==> config.mk <==
export PLATFORM = sky130hd
export DESIGN_NAME = pixdeser_top
export DESIGN_NICKNAME = d
export VERILOG_FILES = /design/src/rtl/pixdeser_pkg.sv /design/src/rtl/lane_shifter.sv /design/src/rtl/frame_mapper.sv /design/src/rtl/parity_check.sv /design/src/rtl/pixdeser_top.sv
export SDC_FILE = /design/constraint.sdc
export NUM_CORES = 1
export LEC_CHECK = 0
export BUFFER_PORTS_ARGS = -buffer_cell sky130_fd_sc_hd__buf_2
export CAP_MARGIN = 20
export CORE_MARGIN = 1.5
export CORE_UTILIZATION = 40
export CTS_CLUSTER_DIAMETER = 200
export DETAILED_ROUTE_END_ITERATION = 10
export HOLD_SLACK_MARGIN = 0.12
export SLEW_MARGIN = 20
export SYNTH_ARGS = -nofsm -noshare
export SYNTH_HDL_FRONTEND = slang
export SYNTH_SLANG_ARGS = --single-unit
==> constraint.sdc <==
create_clock -name clk -period 2.3 [get_ports clk]
set_clock_uncertainty 0.1 [all_clocks]
set_input_delay 0.115 -clock clk [delete_from_list [all_inputs] [get_ports clk]]
set_output_delay 0.115 -clock clk [all_outputs]
set_load 0.01 [all_outputs]
==> src/rtl/pixdeser_pkg.sv <==
package pixdeser_pkg;

    localparam int COLOR_W    = 8;
    localparam int FRAME_BITS = 30;
    localparam int NUM_LANES  = 3;
    localparam int CNT_W      = $clog2(FRAME_BITS);

    typedef enum logic [1:0] {
        LINK_1    = 2'b00,
        LINK_2    = 2'b01,
        LINK_3    = 2'b10,
        LINK_RSVD = 2'b11
    } link_mode_e;

    typedef struct packed {
        logic [COLOR_W-1:0] red;
        logic [COLOR_W-1:0] grn;
        logic [COLOR_W-1:0] blu;
        logic               vs;
        logic               hs;
        logic               de;
    } pixel_t;

    // Bits carried per lane in a mode: the frame split evenly over the lanes.
    function automatic logic [CNT_W-1:0] lane_bits(input link_mode_e m);
        case (m)
            LINK_1:  lane_bits = CNT_W'(FRAME_BITS);
            LINK_2:  lane_bits = CNT_W'(FRAME_BITS / 2);
            LINK_3:  lane_bits = CNT_W'(FRAME_BITS / 3);
            default: lane_bits = CNT_W'(FRAME_BITS);
        endcase
    endfunction

endpackage

==> src/rtl/lane_shifter.sv <==
module lane_shifter #(
    parameter int W = 30
) (
    input  logic         clk,
    input  logic         rst_n,
    input  logic         bit_in,
    output logic [W-1:0] window
);
    // Oldest bit at window[W-1], the bit being sampled now at window[0].
    logic [W-2:0] hist_d, hist_q;

    always_comb begin
        window = {hist_q, bit_in};
        hist_d = window[W-2:0];
    end

    always_ff @(posedge clk) begin
        if (!rst_n) hist_q <= '0;
        else        hist_q <= hist_d;
    end
endmodule

==> src/rtl/frame_mapper.sv <==
module frame_mapper
    import pixdeser_pkg::*;
(
    input  link_mode_e              mode,
    input  logic [FRAME_BITS-1:0]   win0,
    input  logic [FRAME_BITS/2-1:0] win1,
    input  logic [FRAME_BITS/3-1:0] win2,
    output pixel_t                  pix,
    output logic                    cp
);
    // Window bit 0 is the last bit of the frame on that lane.
    always_comb begin
        pix = '0;
        cp  = 1'b0;
        case (mode)
            LINK_1: begin
                pix.red = win0[29:22];
                pix.grn = win0[21:14];
                pix.blu = win0[13:6];
                pix.vs  = win0[5];
                pix.hs  = win0[4];
                pix.de  = win0[3];
                cp      = win0[0];
            end
            LINK_2: begin
                pix.red = win0[14:7];
                pix.grn = {win0[6:3], win1[14:11]};
                pix.blu = win1[10:3];
                pix.vs  = win0[2];
                pix.hs  = win1[2];
                pix.de  = win1[1];
                cp      = win0[0];
            end
            LINK_3: begin
                pix.red = win0[9:2];
                pix.vs  = win0[1];
                cp      = win0[0];
                pix.grn = win1[9:2];
                pix.hs  = win1[1];
                pix.blu = win2[9:2];
                pix.de  = win2[1];
            end
            default: begin
                pix = '0;
                cp  = 1'b0;
            end
        endcase
    end
endmodule

==> src/rtl/parity_check.sv <==
module parity_check
    import pixdeser_pkg::*;
#(
    parameter bit ODD_PARITY = 1'b0
) (
    input  pixel_t pix,
    input  logic   cp,
    output logic   mismatch
);
    always_comb begin
        mismatch = (^pix) ^ cp ^ ODD_PARITY;
    end
endmodule

==> src/rtl/pixdeser_top.sv <==
module pixdeser_top
    import pixdeser_pkg::*;
#(
    parameter bit ODD_PARITY = 1'b0
) (
    input  logic                 clk,
    input  logic                 rst_n,
    input  logic [1:0]           link_sel,
    input  logic                 frame_start,
    input  logic [NUM_LANES-1:0] lane_in,
    output logic [COLOR_W-1:0]   pix_red,
    output logic [COLOR_W-1:0]   pix_grn,
    output logic [COLOR_W-1:0]   pix_blu,
    output logic                 vsync,
    output logic                 hsync,
    output logic                 den,
    output logic                 pix_valid,
    output logic                 parity_error
);

    typedef struct packed {
        logic [1:0]       ls;
        logic             armed;
        logic [CNT_W-1:0] cnt;
        pixel_t           pix;
        logic             valid;
        logic             perr;
    } state_t;

    state_t st_d, st_q;

    logic [FRAME_BITS-1:0]   win0;
    logic [FRAME_BITS/2-1:0] win1;
    logic [FRAME_BITS/3-1:0] win2;

    // One shifter per lane; lane i holds FRAME_BITS/(i+1) bits.
    for (genvar i = 0; i < NUM_LANES; i++) begin : g_lane
        localparam int LW = FRAME_BITS / (i + 1);
        logic [LW-1:0] w;
        lane_shifter #(.W(LW)) u_shift (
            .clk    (clk),
            .rst_n  (rst_n),
            .bit_in (lane_in[i]),
            .window (w)
        );
        if (i == 0) begin : g_w0
            assign win0 = w;
        end else if (i == 1) begin : g_w1
            assign win1 = w;
        end else begin : g_w2
            assign win2 = w;
        end
    end

    link_mode_e mode;
    pixel_t     map_pix;
    logic       map_cp;
    logic       map_err;

    assign mode = link_mode_e'(link_sel);

    frame_mapper u_map (
        .mode (mode),
        .win0 (win0),
        .win1 (win1),
        .win2 (win2),
        .pix  (map_pix),
        .cp   (map_cp)
    );

    parity_check #(.ODD_PARITY(ODD_PARITY)) u_par (
        .pix      (map_pix),
        .cp       (map_cp),
        .mismatch (map_err)
    );

    logic [CNT_W-1:0] last_idx;
    assign last_idx = lane_bits(mode) - CNT_W'(1);

    always_comb begin
        st_d       = st_q;
        st_d.valid = 1'b0;
        st_d.perr  = 1'b0;
        st_d.ls    = link_sel;
        if (link_sel != st_q.ls || mode == LINK_RSVD) begin
            // Discard any partial frame and wait for realignment.
            st_d.armed = 1'b0;
            st_d.cnt   = '0;
        end else if (frame_start) begin
            st_d.armed = 1'b1;
            st_d.cnt   = CNT_W'(1);
        end else if (st_q.armed) begin
            if (st_q.cnt == last_idx) begin
                st_d.cnt   = '0;
                st_d.valid = 1'b1;
                st_d.pix   = map_pix;
                st_d.perr  = map_err;
            end else begin
                st_d.cnt = st_q.cnt + CNT_W'(1);
            end
        end
    end

    always_ff @(posedge clk) begin
        if (!rst_n) st_q <= '0;
        else        st_q <= st_d;
    end

    assign pix_red      = st_q.pix.red;
    assign pix_grn      = st_q.pix.grn;
    assign pix_blu      = st_q.pix.blu;
    assign vsync        = st_q.pix.vs;
    assign hsync        = st_q.pix.hs;
    assign den          = st_q.pix.de;
    assign pix_valid    = st_q.valid;
    assign parity_error = st_q.perr;

endmodule

After elaboration in Yosys (flattened, before gate mapping)

Index checks and enable logic that the tools add are counted.

Eq/ne operators: 5
Reductions and logical operators: 10
Bitwise logic cells: 6
$add $sub $neg: 2
Mux-type cells: 7

Operator list:

| kind                                              | count |
|---|---|
| case mux 27 bit (3 select lines)                  | 1 |
| two-way mux 30 bit                                | 1 |
| two-way mux 29 bit                                | 1 |
| parity 27 bit                                     | 1 |
| case mux 5 bit (2 select lines)                   | 1 |
| OR reduction 3 bit                                | 2 |
| adder 5 x 1 -> 5 bit (second input constant)      | 1 |
| == test 5 bit                                     | 1 |
| two-way mux 5 bit                                 | 1 |
| inverter 1 bit                                    | 5 |
| OR reduction 5 bit                                | 1 |
| subtractor 5 x 1 -> 5 bit (second input constant) | 1 |
| == test 2 bit (second input constant)             | 2 |
| AND reduction 4 bit                               | 1 |
| OR reduction 4 bit                                | 1 |
| == test 2 x 1 -> 1 bit (second input constant)    | 1 |
| logical NOT 2 bit                                 | 1 |
| two-way mux 1 bit                                 | 2 |
| != test 2 bit                                     | 1 |
| nonzero test 2 bit                                | 1 |
| OR reduction 2 bit                                | 1 |
| logical OR 1 bit                                  | 1 |
| XOR 1 bit                                         | 1 |

Flip-flop bits (word level): 89
Input port bits: 8
Output and inout port bits: 29
Logic and storage cells: 45

Longest topological paths before layout

Word-level depth: 7
Mapped depth: 12
Mapped depth without buffers: 9

Cells and area by module

From an unflattened synthesis, not the netlist that was laid out.

Cell total of the unflattened synthesis: 406
Area total of the unflattened synthesis: 4227.8 sq um

Modules (own cells, without submodules):

| module                           | times used | cells each | area an instance (sq um) |
|---|---|---|---|
| pixdeser_top                     | 1          | 191        | 1745.4 |
| lane_shifter (g_lane[0].u_shift) | 1          | 62         | 829.5 |
| frame_mapper                     | 1          | 79         | 755.7 |
| lane_shifter (g_lane[1].u_shift) | 1          | 30         | 399.1 |
| parity_check                     | 1          | 25         | 254.0 |
| lane_shifter (g_lane[2].u_shift) | 1          | 19         | 244.0 |

Worst setup path before layout

No wires, ideal clock.

Kind: input -> register
From: input port link_sel[0]
To: register st_q (netlist bit parity_error)
Stages on the path: 11
Buffers on the path: 2
Path slack: -0.031 ns
Arrival time: 2.157 ns
Cells stage by stage: inv_1 ha_1 buf_6 buf_6 a222oi_1 xnor2_1 xnor2_2 xnor3_1 nor2_2 xnor3_1 nor3_2

Cells in the longest elaborated chain, start to end: 6
Elaborated cells on any way between the ends: 16

RTL lines:

| what                                                    | line                                   | RTL |
|---|---|---|
| from (decl)                                             | pixdeser_top.sv:8                      | `input logic [1:0] link_sel,` |
| == test 2 bit or == test 2 x 1 -> 1 bit (tied branches) | pixdeser_pkg.sv:26, frame_mapper.sv:15 |  |
| case mux 5 bit (2 select lines)                         | pixdeser_pkg.sv:26                     | `case (m)` |
| subtractor 5 x 1 -> 5 bit                               | pixdeser_top.sv:78                     | `assign last_idx = lane_bits(mode) - CNT_W'(1);` |
| == test 5 bit                                           | pixdeser_top.sv:93                     | `if (st_q.cnt == last_idx) begin` |
| inverter 1 bit (no source line)                         | -                                      |  |
| OR reduction 5 bit (no source line)                     | -                                      |  |
| to (signal assigned)                                    | pixdeser_top.sv:106                    | `else st_q <= st_d;` |
| to (decl)                                               | pixdeser_top.sv:30                     | `state_t st_d, st_q;` |

Several ways; a longest one is shown, not always the timed one.
A chain may end at the register's enable or synchronous reset.

Final worst setup path

From: input port link_sel[1]
To: register st_q (netlist bit parity_error)

The elaborated chain is that of the path after synthesis.

==> metrics.md <==
| Metric | Value |
|---|---|
| PortBufs | 36 |
| R2R depth | 8 |
| FP Rows | 34 |
| Gr ovfl total | 0 |
| Via count | approximately 2800 |
| Hold worst-path end | pix_grn[6]$_SDFFE_PN0P_ |
| Clock tree buffer depth | 2 |
| CP Launch Point | link_sel[1] |
| Arr. time, crit path | ~2.6 ns |
| Residual DRC count | 0 |
| Worst skew pair latency | 0.35 ns |
| Slew @ Worst Pin | a little under 0.5 ns |
| Hold Fails Final Rpt | 0 |
| GRT Total Usage | roughly 18% |
| CP peak stage delay | around 0.47 ns |
| Hold depth | 2 |
| PwrDens | 651 nW/um^2 |
| Seq pwr share | a little over half |
| Area grow syn2layout | 24.1% |
| First-pass GRT wire length | 13800 microns |
| Via density per instance | 5.11 |
| Final WL | between 8000 and 9000 microns |
| Post-synth top area share | between 40% and 50% |
| Failing checks | negative setup slack |
| Vias in the first global route | 2803 |
| Cells along the critical path | buf_4, inv_4, ha_2, buf_12, buf_4, a222oi_1, xnor2_1, xnor2_1, xnor3_1, nor2_2, xnor3_1, nor3_2 |
| Reg-to-reg slack, setup | -0.02 ns |
| GP Congestion | 0.818 |
| Final WS setup | -0.0656 ns |
| Clock power share | 41.3% |
| Post-Layout Cell Count | 554 |
| Total CTS buffers | 9 |
| Dpl ws | -0.388 ns |
| RSZ-0062 raised after global routing | yes |
| Slowest library cell on the worst path | a222oi_1 |
| Share of layout cells above drive strength 1 | between 20% and 30% |
| DR WL/cell | roughly 15 microns |
| Clock Sinks | slightly below 90 |
| Synthesized instance count | 375 |
| Ranking of synthesized cells by area | dfxtp_1, and2_1, a222oi_1, or3_1, buf_4 |
| Sw Ratio | ~22% |
| Max Freq | 0.423 GHz |
| R2r startpoint | g_lane[0].u_shift.hist_q[5]$_SDFF_PN0_ |
| Switching pwr | ~0.66 mW |
| Die width | around 99 microns |
| Grt met3 use | between 3 and 4% |
| H-tree depth | 3 |
| Max-slew headroom | between 60% and 70% |
| Mapped Avg Cell Area | 9.85 sq um |
| Comb power frac | 6.4% |
| Critical Path RT | 2.49 ns |
| Yosys reg bits | 89 |
| Largest net degree at the start of global routing | 53 |
| Startpoint Class | input pin |
| Internal power | between 2 and 2.5 mW |
| Crit Path Class | input pin to flip-flop |
| Sequential area share after synthesis | between 40% and 50% |
| Initial Util | a little over two fifths |
| Initial antenna violation count | 0 |
| Post-layout min period | approximately 2.4 ns |
| Area leader, netlist | dfxtp_1 |
| Max-Cap Viols | 0 |
| Hold Crit Start | pix_grn[6]$_SDFFE_PN0P_ |
| Met2 GRT Util | 29.1% |
| HP Class | flip-flop to flip-flop |
| I/O Pins | 37 |
| Critical path fanouts, max | 22 |
| Crit. End Element | flip-flop |
| DRT Pass-1 Iters | 6 |
| CP Depth | 12 |
| DPL Wire Length | about 5700 microns |
| DIE HEIGHT | roughly 100 microns |
| Initial drt markers | 251 |
| Synth Cell Area | between 3000 and 4000 sq um |
| Placed cell count | ~520 |
| DRT antenna net count | 0 |
| Met1 usage | a little under a quarter |
| Clock slew at reported path FFs | ~0.090 ns |
| Post-synthesis net count | 391 |
| Core area | roughly 8800 sq um |
| Root Buffer | clkbuf_8 |
| Die area | approximately 10000 sq um |
| Leak pwr | between 1.5 and 2 nW |
| Tcrit/Tclk final | 103% |
| FF-to-FF End | parity_error$_SDFF_PP0_ |
| Synth warnings | 0 |
| # setup viols final | 1 |
| Busiest grt layer | met2 |
| N_diodes | 0 |
| Top delay family on crit path | XOR/XNOR gates |
| CP Buf/Inv Count | 4 |
| Nets | 457 |
| Status | complete, but fails checks |
| Final Max Tran Viols | 0 |
| Peak VDD IR | between 0.3 and 0.4 mV |
| CTS tree | done |
| Yosys cell types | 25 |
-- worst min-delay path, delay by kind of cell (launching register included) --
kind	cells	cell delay, ns
flip-flops	1	0.31
AND/OR/NAND/NOR	1	0.05
AO/OA/AOI/OAI	1	0.05
-- power by group through the flow --
stage	sequential (mW)	combinational, mW	clock, mW
finish	1.56	0.191	1.23
global route	1.56	0.210	1.32
CTS	1.56	0.174	1.26
detailed placement	1.60	0.164	0
global placement	1.60	0.161	0
floorplan	1.59	0.106	0
-- through the flow --
step / area, sq um / power (mW) / setup TNS, ns / util (%) / hold WS (ns)
floorplan: 3690 / 1.70 / -0.0309 / - / 0.0943
global placement: 4100 / 1.76 / -1.57 / 46.4 / 0.235
detailed placement: 4100 / 1.76 / -2.66 / 46.4 / 0.230
CTS: 4440 / 2.99 / 0 / 50.2 / 0.353
global route: 4580 / 3.10 / -0.247 / 51.8 / 0.372
finish: 4580 / 2.98 / -0.0656 / 51.8 / 0.350
-- cell usage in the layout, fill, tap and decap left out, drive strengths merged, types with 2 or more instances in the layout --
cell	n
xnor3	3
a21oi	30
nand2b	2
nand2	32
inv	5
or3	30
and2	52
dfxtp	89
bufinv	2
xor2	9
buf	96
ha	8
nor3	2
nand4	2
dlygate4sd3	8
clkbuf	12
nor2	13
a222oi	27
xnor2	19
-- cell type report --
cell class	instances	area, sq um
Fill cell	811	4260
Sequential cell	89	1780
Multi-Input combinational cell	232	1620
Timing Repair Buffer	105	791
Clock buffer	11	151
Tap cell	108	135
Clock inverter	5	85.1
Inverter	4	17.5
-- synth_stat cells --
library cell   n
dfxtp_1       89
and2_1        52
nand2_1       32
a21oi_1       30
or3_1         30
a222oi_1      27
buf_4         24
clkbuf_1      19
xnor2_1       18
nor2_1        12
xor2_1         9
ha_1           8
buf_6          4
inv_1          4
buf_2          3
xnor3_1        3
nand2b_1       2
nand4_1        2
and4_1         1
nor2_2         1
nor3_1         1
nor3_2         1
o22ai_1        1
or2_2          1
xnor2_2        1
-- state kept, by name (all words and copies together) (netlist names), 8 cells and up --
name	flops
pix_red	8
g_lane.u_shift.hist_q	52
st_q	8
pix_grn	8
pix_blu	8
-- layer usage --
| layer | up-vias | wire length (microns) | share of wire [%] |
|---|---|---|---|
| li1 | 1396 | - | - |
| met2 | 98 | 3930 | 46 |
| met1 | 1319 | 3900 | 46 |
| met5 | - | 0 | 0 |
| met4 | 0 | 206 | 2.4 |
| met3 | 17 | 431 | 5.1 |
-- logic make-up after synthesis --
group | after synthesis | synth area share [%]
simple gates | 135 | 20.0
flops | 89 | 48.2
compound gates | 58 | 11.5
buf+inv | 54 | 8.84
xor+xnor | 31 | 8.67
fa+ha+maj | 8 | 2.71
-- worst max-delay path by stage --
stage | to | slack, ns
after floorplan | parity_error$_SDFF_PP0_ | -0.03
after global placement | parity_error$_SDFF_PP0_ | -0.30
after detailed placement | parity_error$_SDFF_PP0_ | -0.39
after CTS | parity_error$_SDFF_PP0_ | 0.02
after global routing | parity_error$_SDFF_PP0_ | -0.15
final | parity_error$_SDFF_PP0_ | -0.07
-- what timing repair did --
action / 4_1_cts / 5_1_grt
hold buffers: 8 / 0
resized for setup: 0 / 14
buffers inserted: 3 / 10
endpoints found under the hold margin: 11 / 0
pin swaps: 3 / 22
gates cloned: 0 / 1
endpoints found under the setup margin: 1 / 24
(Power assumes the default switching activity.)
